<file path="config.mk">
export PLATFORM = sky130hd
export DESIGN_NAME = zero_pad_framer
export DESIGN_NICKNAME = d
export VERILOG_FILES = /design/src/rtl/zp_pkg.sv /design/src/rtl/zp_buffer.sv /design/src/rtl/zp_writer.sv /design/src/rtl/zp_reader.sv /design/src/rtl/zero_pad_framer.sv
export SDC_FILE = /design/constraint.sdc
export NUM_CORES = 2
export LEC_CHECK = 0
export ABC_AREA = 1
export CAP_MARGIN = 20
export CORE_MARGIN = 5
export CORE_UTILIZATION = 45
export CTS_CLUSTER_SIZE = 8
export DETAILED_ROUTE_END_ITERATION = 12
export SKIP_CTS_REPAIR_TIMING = 1
export SYNTH_ARGS = -nofsm -noshare
export SYNTH_HDL_FRONTEND = slang
export SYNTH_SLANG_ARGS = --single-unit
</file>
<file path="constraint.sdc">
create_clock -name clk -period 2.7 [get_ports clk]
set_clock_uncertainty 0.05 [all_clocks]
set_input_delay 0.27 -clock clk [delete_from_list [all_inputs] [get_ports clk]]
set_output_delay 0.27 -clock clk [all_outputs]
set_load 0.02 [all_outputs]
</file>
<file path="src/rtl/zp_pkg.sv">
package zp_pkg;

  // Per-word frame markers produced by the reader, aligned with buffer read data.
  typedef struct packed {
    logic valid;
    logic sof;
    logic eof;
    logic zero;
  } zp_mark_t;

endpackage

</file>
<file path="src/rtl/zp_buffer.sv">
module zp_buffer #(
  parameter int unsigned W     = 16,
  parameter int unsigned DEPTH = 128,
  localparam int unsigned AW   = $clog2(DEPTH)
) (
  input  logic          clk,
  input  logic          wr_en,
  input  logic [AW-1:0] wr_addr,
  input  logic [W-1:0]  wr_data,
  input  logic [AW-1:0] rd_addr,
  output logic [W-1:0]  rd_data
);

  logic [W-1:0] mem [DEPTH];

  // One write port and one registered read port.
  always_ff @(posedge clk) begin
    if (wr_en) mem[wr_addr] <= wr_data;
    rd_data <= mem[rd_addr];
  end

endmodule

</file>
<file path="src/rtl/zp_writer.sv">
module zp_writer #(
  parameter int unsigned DLEN = 64,
  localparam int unsigned AW  = $clog2(DLEN)
) (
  input  logic        clk,
  input  logic        rst,
  input  logic        in_valid,
  input  logic [1:0]  held,
  output logic        in_ready,
  output logic        wr_en,
  output logic [AW:0] wr_addr,
  output logic        fill_done,
  output logic        wr_half
);

  logic [AW-1:0] wr_idx;
  logic          last;

  assign in_ready  = ~held[wr_half];
  assign wr_en     = in_valid & in_ready;
  assign last      = (wr_idx == AW'(DLEN - 1));
  assign fill_done = wr_en & last;
  assign wr_addr   = {wr_half, wr_idx};

  always_ff @(posedge clk) begin
    if (rst) begin
      wr_idx  <= '0;
      wr_half <= 1'b0;
    end else if (wr_en) begin
      if (last) begin
        wr_idx  <= '0;
        wr_half <= ~wr_half;
      end else begin
        wr_idx <= wr_idx + 1'b1;
      end
    end
  end

endmodule

</file>
<file path="src/rtl/zp_reader.sv">
module zp_reader
  import zp_pkg::*;
#(
  parameter int unsigned DLEN  = 64,
  parameter int unsigned NPAD  = 64,
  localparam int unsigned FRAME = DLEN + NPAD,
  localparam int unsigned AW    = $clog2(DLEN),
  localparam int unsigned CW    = $clog2(FRAME)
) (
  input  logic        clk,
  input  logic        rst,
  input  logic [1:0]  held,
  output logic [AW:0] rd_addr,
  output logic        frame_done,
  output logic        rd_half,
  output zp_mark_t    mark
);

  logic          active;
  logic [CW-1:0] cnt;
  logic          at_last;

  assign at_last    = (cnt == CW'(FRAME - 1));
  assign frame_done = active & at_last;
  assign rd_addr    = {rd_half, cnt[AW-1:0]};

  always_ff @(posedge clk) begin
    if (rst) begin
      active  <= 1'b0;
      cnt     <= '0;
      rd_half <= 1'b0;
      mark    <= '0;
    end else begin
      // Markers line up with the registered buffer read of the same address.
      mark.valid <= active;
      mark.sof   <= active & (cnt == '0);
      mark.eof   <= active & at_last;
      mark.zero  <= (cnt >= CW'(DLEN));
      if (!active) begin
        if (held[rd_half]) begin
          active <= 1'b1;
          cnt    <= '0;
        end
      end else if (at_last) begin
        cnt     <= '0;
        rd_half <= ~rd_half;
        active  <= held[~rd_half];
      end else begin
        cnt <= cnt + 1'b1;
      end
    end
  end

endmodule

</file>
<file path="src/rtl/zero_pad_framer.sv">
module zero_pad_framer
  import zp_pkg::*;
#(
  parameter int unsigned W    = 16,
  parameter int unsigned DLEN = 64,
  parameter int unsigned NPAD = 64,
  localparam int unsigned AW  = $clog2(DLEN)
) (
  input  logic         clk,
  input  logic         rst,
  input  logic         in_valid,
  output logic         in_ready,
  input  logic [W-1:0] in_data,
  output logic         out_valid,
  output logic         out_sof,
  output logic         out_eof,
  output logic [W-1:0] out_data
);

  logic [1:0]  held;
  logic        wr_en, fill_done, wr_half;
  logic [AW:0] wr_addr, rd_addr;
  logic        frame_done, rd_half;
  logic [W-1:0] rd_data;
  zp_mark_t    mark;

  zp_writer #(.DLEN(DLEN)) u_writer (
    .clk(clk), .rst(rst), .in_valid(in_valid), .held(held),
    .in_ready(in_ready), .wr_en(wr_en), .wr_addr(wr_addr),
    .fill_done(fill_done), .wr_half(wr_half)
  );

  zp_buffer #(.W(W), .DEPTH(2*DLEN)) u_buffer (
    .clk(clk), .wr_en(wr_en), .wr_addr(wr_addr), .wr_data(in_data),
    .rd_addr(rd_addr), .rd_data(rd_data)
  );

  zp_reader #(.DLEN(DLEN), .NPAD(NPAD)) u_reader (
    .clk(clk), .rst(rst), .held(held), .rd_addr(rd_addr),
    .frame_done(frame_done), .rd_half(rd_half), .mark(mark)
  );

  // A half is held from its last write until the reader finishes its frame.
  for (genvar h = 0; h < 2; h++) begin : g_held
    always_ff @(posedge clk) begin
      if (rst) begin
        held[h] <= 1'b0;
      end else if (fill_done && (wr_half == 1'(h))) begin
        held[h] <= 1'b1;
      end else if (frame_done && (rd_half == 1'(h))) begin
        held[h] <= 1'b0;
      end
    end
  end

  assign out_valid = mark.valid;
  assign out_sof   = mark.sof;
  assign out_eof   = mark.eof;
  assign out_data  = (mark.valid && !mark.zero) ? rd_data : '0;

endmodule

</file>
-- Yosys cells after proc, flatten, opt, wreduce, memory -nomap -nowiden
Memories as Yosys holds them, arrays and structs flattened. A register that Yosys moved wholly into a read port is not among the register bits.
Cells that the tools add are included.
Widths: inputs -> output; s select.
- $add $sub $neg: 2
- $lt $le $gt $ge: 4
- equal/unequal tests: 2
- muxes and demuxes: 20
- bitwise gates (word level): 7
- reductions and logical operators: 12
- operator list (operator ; number):
    $mux 7 ; 3
    $mux 16 ; 1
    $mux 1 ; 15
    $add 7x1->7 const B ; 1
    $eq 7x7->1 const B ; 1
    $ge 7x7->1 const B ; 1
    $logic_not 7->1 ; 1
    $add 6x1->6 const B ; 1
    $eq 6x6->1 const B ; 1
    $lt 1x2->1 const B ; 3
    $mux 6 ; 1
    $reduce_bool 2->1 ; 3
    $logic_and 1x1->1 ; 5
    $and 1x1->1 ; 4
    $reduce_and 2->1 ; 2
    $not 1->1 ; 3
    $logic_not 1->1 ; 1
- register bits: 22
- memory bits (writable): 2048
- bits of input ports: 19
- output and inout port bits: 20
- word-level logic and storage cells: 59
- memories kept: 1
- memory list (memory ; words ; width ; rd ports ; clocked after memory_dff ; write ports ; RTL line ; RTL):
    u_buffer.mem ; 128 ; 16 ; 1 ; 1 ; 1 ; zp_buffer.sv:14 ; logic [W-1:0] mem [DEPTH];

-- Depth between registers and ports, before layout
- depth in word-level cells: 7
- gate-level depth with buffers: 19
- gate-level depth less buffers: 15

-- Cells and area by module
A second synthesis with hierarchy kept.
- cell total of the unflattened synthesis: 6997
- area total of the unflattened synthesis: 84159.5 µm²
- by module, submodules not included (module ; times used ; cells an instance ; area each (µm²) ; sequential area each (µm²)):
    zp_buffer ; 1 ; 6793 ; 82828.2 ; 61819.3
    zp_reader ; 1 ; 88 ; 648.1 ; 260.2
    zp_writer ; 1 ; 69 ; 426.7 ; 140.1
    zero_pad_framer ; 1 ; 47 ; 256.5 ; 40.0

-- Least setup slack after synthesis
OpenSTA, ideal clock, no wires.
- path type: register to register
- start: register u_writer.wr_half
- end: memory u_buffer.mem[63][0] (enable)
- setup time: 0.409 ns
- arrival time: 2.512 ns
- required time: 2.241 ns
- path slack: -0.271 ns
- stages on the path, launching flop included: 7
- buffers on the path: 1
- clock period less this slack: 2.971 ns
- path through: dfxtp_1 -> buf_2 -> o21ai_1 -> nand2_1 -> clkinv_1 -> nand3_1 -> nor3_1
- cells in the longest elaborated chain, start to end: 6
- ends and longest elaborated chain (element ; RTL line ; RTL):
    start: declaration ; zp_writer.sv:13 ; output logic wr_half
    start signal: assignment ; zp_writer.sv:32 ; wr_half <= ~wr_half;
    $mux 1 (implied by the code) (2 in series) ; zp_writer.sv:19 ; assign in_ready = ~held[wr_half];
    $not 1->1 ; zp_writer.sv:19 ;
    via in_ready ; zero_pad_framer.sv:12 ; output logic in_ready,
    $and 1x1->1 ; zp_writer.sv:20 ; assign wr_en = in_valid & in_ready;
    $mux 1 ; zp_buffer.sv:18 ; if (wr_en) mem[wr_addr] <= wr_data;
    $mux 1 (implied by the code) ; zp_buffer.sv:18 ;
    end: declaration ; zp_buffer.sv:14 ;
The timed path passes the listed nets, and every way through them passes these cells. The select of a mux whose other input is x is not followed.

==> impl_metrics.tcl <==
set metrics [dict create \
    areaGrowthSynthToFinish_pct 18.5 \
    seq_area_um2 62300 \
    clock_latency_ns 0.89 \
    crit_arrival_ns 3.47 \
    cpPeakStageDelay_ns 0.53 \
    initial_core_util_pct 45.1 \
    grt_pass1_wl_um 375000 \
    dpl_cell_area_um2 94200 \
    fin_crit_sh_pct 101 \
    hold_viol_final 0 \
    coreArea_um2 192000 \
    final_cell_mix "nand2_1 (2119), edfxtp_1 (2048), nor2_1 (1162), nand3_1 (611), inv_1 (606)" \
    p_clk_share_pct 47.6 \
    grt_pass1_vias 56600 \
    p_leak_uw 0.0390 \
    p_per_area_nw_per_um2 684 \
    grt_max_degree 76 \
    global_route.usage.met3_pct 4.28 \
    yosysWarnings 0 \
    busiest_layer "met2" \
    critPathMaxFanout 56 \
    fin_area_um2 103000 \
    combPwrFrac_pct 1.5 \
    final_common_cell "nand2_1" \
    slew_headroom_pct 36.0 \
    overflow 0 \
    finalNetCount 8305 \
    netlist.area_leader.share_pct 71.0 \
    place_inst 10500 \
    via_count 59500 \
    whs_path_depth 1 \
    numCtsBuffers 310 \
    ys_seq_area_share_pct 71.9 \
    worstReg2RegStart "u_reader.cnt[0]" \
    syn_nets 7937 \
    hpwl_um 154000 \
    hold_path.startpoint "in_data[6]" \
    drtPass1Iterations 6 \
    max-cap-violations 0 \
    tightest_slew_ns 0.959 \
    ys_ff_latch 2086 \
    hold_class "in -> reg" \
    cts_tree "yes" \
    p_total_uw 70200 \
    fp.dieArea_um2 201000 \
    drt_iter0_drc 6958 \
    crit_type "reg -> reg" \
    track_usage_pct 24.8 \
    setup_ws_ns -0.0249 \
    die_height_um 449 \
    path_cells "inv_16 > buf_12 > buf_12 > nand2_1 > nand3_1 > nand2_1 > nand2_1 > nand2_1 > inv_1 > a21oi_1 > nor2_1 > nand2_1 > nand2_1 > inv_1" \
    power_frac_seq_pct 50.8 \
    postRouteAntennaNets 0 \
    drt-vias-per-instance 5.46 \
    die-width_um 449 \
    period_minus_slack_ns 2.72 \
    globalplace.congestion 0.920 \
    netlist_top_cells_area "edfxtp_1 (71%), nand2_1 (9.2%), nor2_1 (5.4%), nand3_1 (3.5%), o21ai_0 (3.1%)" \
    maxSlewViolCount 0 \
    htree_levels 5 \
    setup_violations 1 \
    root_buffer "clkbuf_16" \
    pre_cts_ws_ns -0.0907 \
    power.internal_uw 56400 \
    cts_sinks 2086 \
    reg2reg_slack_ns -0.02 \
    multi_input_comb_area_um2 20200 \
    grt_use_met1_pct 34.7 \
    outcome "finished, violations left" \
    cp_slowest_cell "nor2_1" \
    fillers 16200 \
    fmax_ghz 0.367 \
    clkTransAtPathRegs_ns 0.05 \
    grt_antenna_before_repair 16 \
    post_drt_wl_per_cell_um 23.5 \
    synth_cell_types 30 \
    r2r_end "u_buffer.rd_data[0]" \
    min_to "u_buffer.mem[62][6]" \
    end_kind "flop" \
    final_cells 10900 \
    crit_top_cell "nand2_1" \
    drive_gt1_share_pct 10.6 \
    yosys.area.top_type "edfxtp_1" \
    synth_area_um2 86600 \
    grt_util_met2_pct 39.0 \
    ir_worst_vdd_mv 0.529 \
    drt-total-wl_um 256000 \
    start_kind "flop" \
    rsz0062_at_grt "true" \
    switching_power_uw 13800 \
    clk_path_buf_depth 4 \
    swShare_pct 19.7 \
    pin_count 39 \
    rr_worst_depth 14 \
    drc 0 \
    critPathRequiredTime_ns 3.44 \
    violations "setup timing" \
    syn_inst 7915 \
    io_buffer_count 38 \
    fin_setup_tns_ns -0.0249 \
    rows 161 \
    syn_area_per_cell_um2 10.9 \
]
## metrics by stage
| stage | util [%] | hold slack (ns) |
|---|---|---|
| after floorplan | - | 0.299 |
| after global placement | 49.0 | 0.457 |
| after detailed placement | 49.0 | 0.465 |
| after CTS | 53.3 | -0.385 |
| after global routing | 53.5 | 0.0155 |
| final | 53.5 | 0.0190 |
## layer usage
metal / share of wire (%) / up-vias
met5: 0.011 / -
met4: 4.0 / 4
met3: 8.2 / 534
met2: 46 / 2628
met1: 42 / 29100
li1: - / 27200
## registers in the layout, indices dropped and copies added (netlist names)
register	cells
held	2
u_buffer.mem	2048
u_reader.mark	4
u_buffer.rd_data	16
u_writer.wr_half	1
u_writer.wr_idx	6
u_reader.active	1
u_reader.rd_half	1
u_reader.cnt	7
## layout make-up
cell class              count  share of cell area, %
flip-flops and latches   2086                   60.7
multi-input cells        4773                   19.7
clock buffers             377                   7.84
repair buffers            495                   6.35
well taps                2526                   3.08
inverters                 617                   2.30
clock inverters             8                 0.0756
diodes                      7                 0.0171
## worst max path at each step
stage | startpoint | end | depth (start not counted)
CTS | u_reader.mark[3] | out_data[2] | 5
detailed placement | u_reader.cnt[1] | u_buffer.rd_data[4] | 13
floorplan | u_writer.wr_half | u_buffer.mem[63][0] | 6
global placement | u_reader.cnt[1] | u_buffer.rd_data[4] | 13
global route | u_reader.mark[3] | out_data[0] | 3
finish | u_reader.cnt[0] | u_buffer.rd_data[0] | 14
## power by group through the flow
stage	Combinational, µW	Sequential [µW]	Clock, µW
5_1_grt	1110	35700	35400
3_3_place_gp	1030	36300	0
6_report	1060	35700	33500
4_1_cts	1040	35700	34000
2_1_floorplan	127	36300	0
3_5_place_dp	1040	36300	0
## cells in the mapped netlist
master and count:
inv_4 1, nor3_1 9, buf_2 205, nor3b_1 2, edfxtp_1 2048, buf_4 27, clkbuf_1 144, or2_2 10
xor2_1 3, nor2_2 2, o211ai_1 69, a31oi_1 1, a21oi_1 86, dfxtp_1 38, a221oi_1 2, buf_6 10
o21ai_0 529, o22ai_1 7, inv_1 607, nand3_1 611, nand4_1 8, a32o_1 1, nand2_1 2120, inv_2 3
nand2_2 1, clkinv_1 6, ha_1 3, o21ai_1 69, nor2_1 1240, buf_1 53
## cells by family after synthesis
kind of cell	share of synthesized area (%)
flops	71.9
compound gates	4.64
xor+xnor	0.0303
fa+ha+maj	0.0433
buf+inv	5.08
simple gates	18.3
## critical path: cells and delay by family (launching register included)
kind            cells  cell delay, ns
compound gates      1            0.14
buf+inv             5            0.88
flops               1            0.40
simple gates        8            1.05
(Power assumes the default switching activity.)
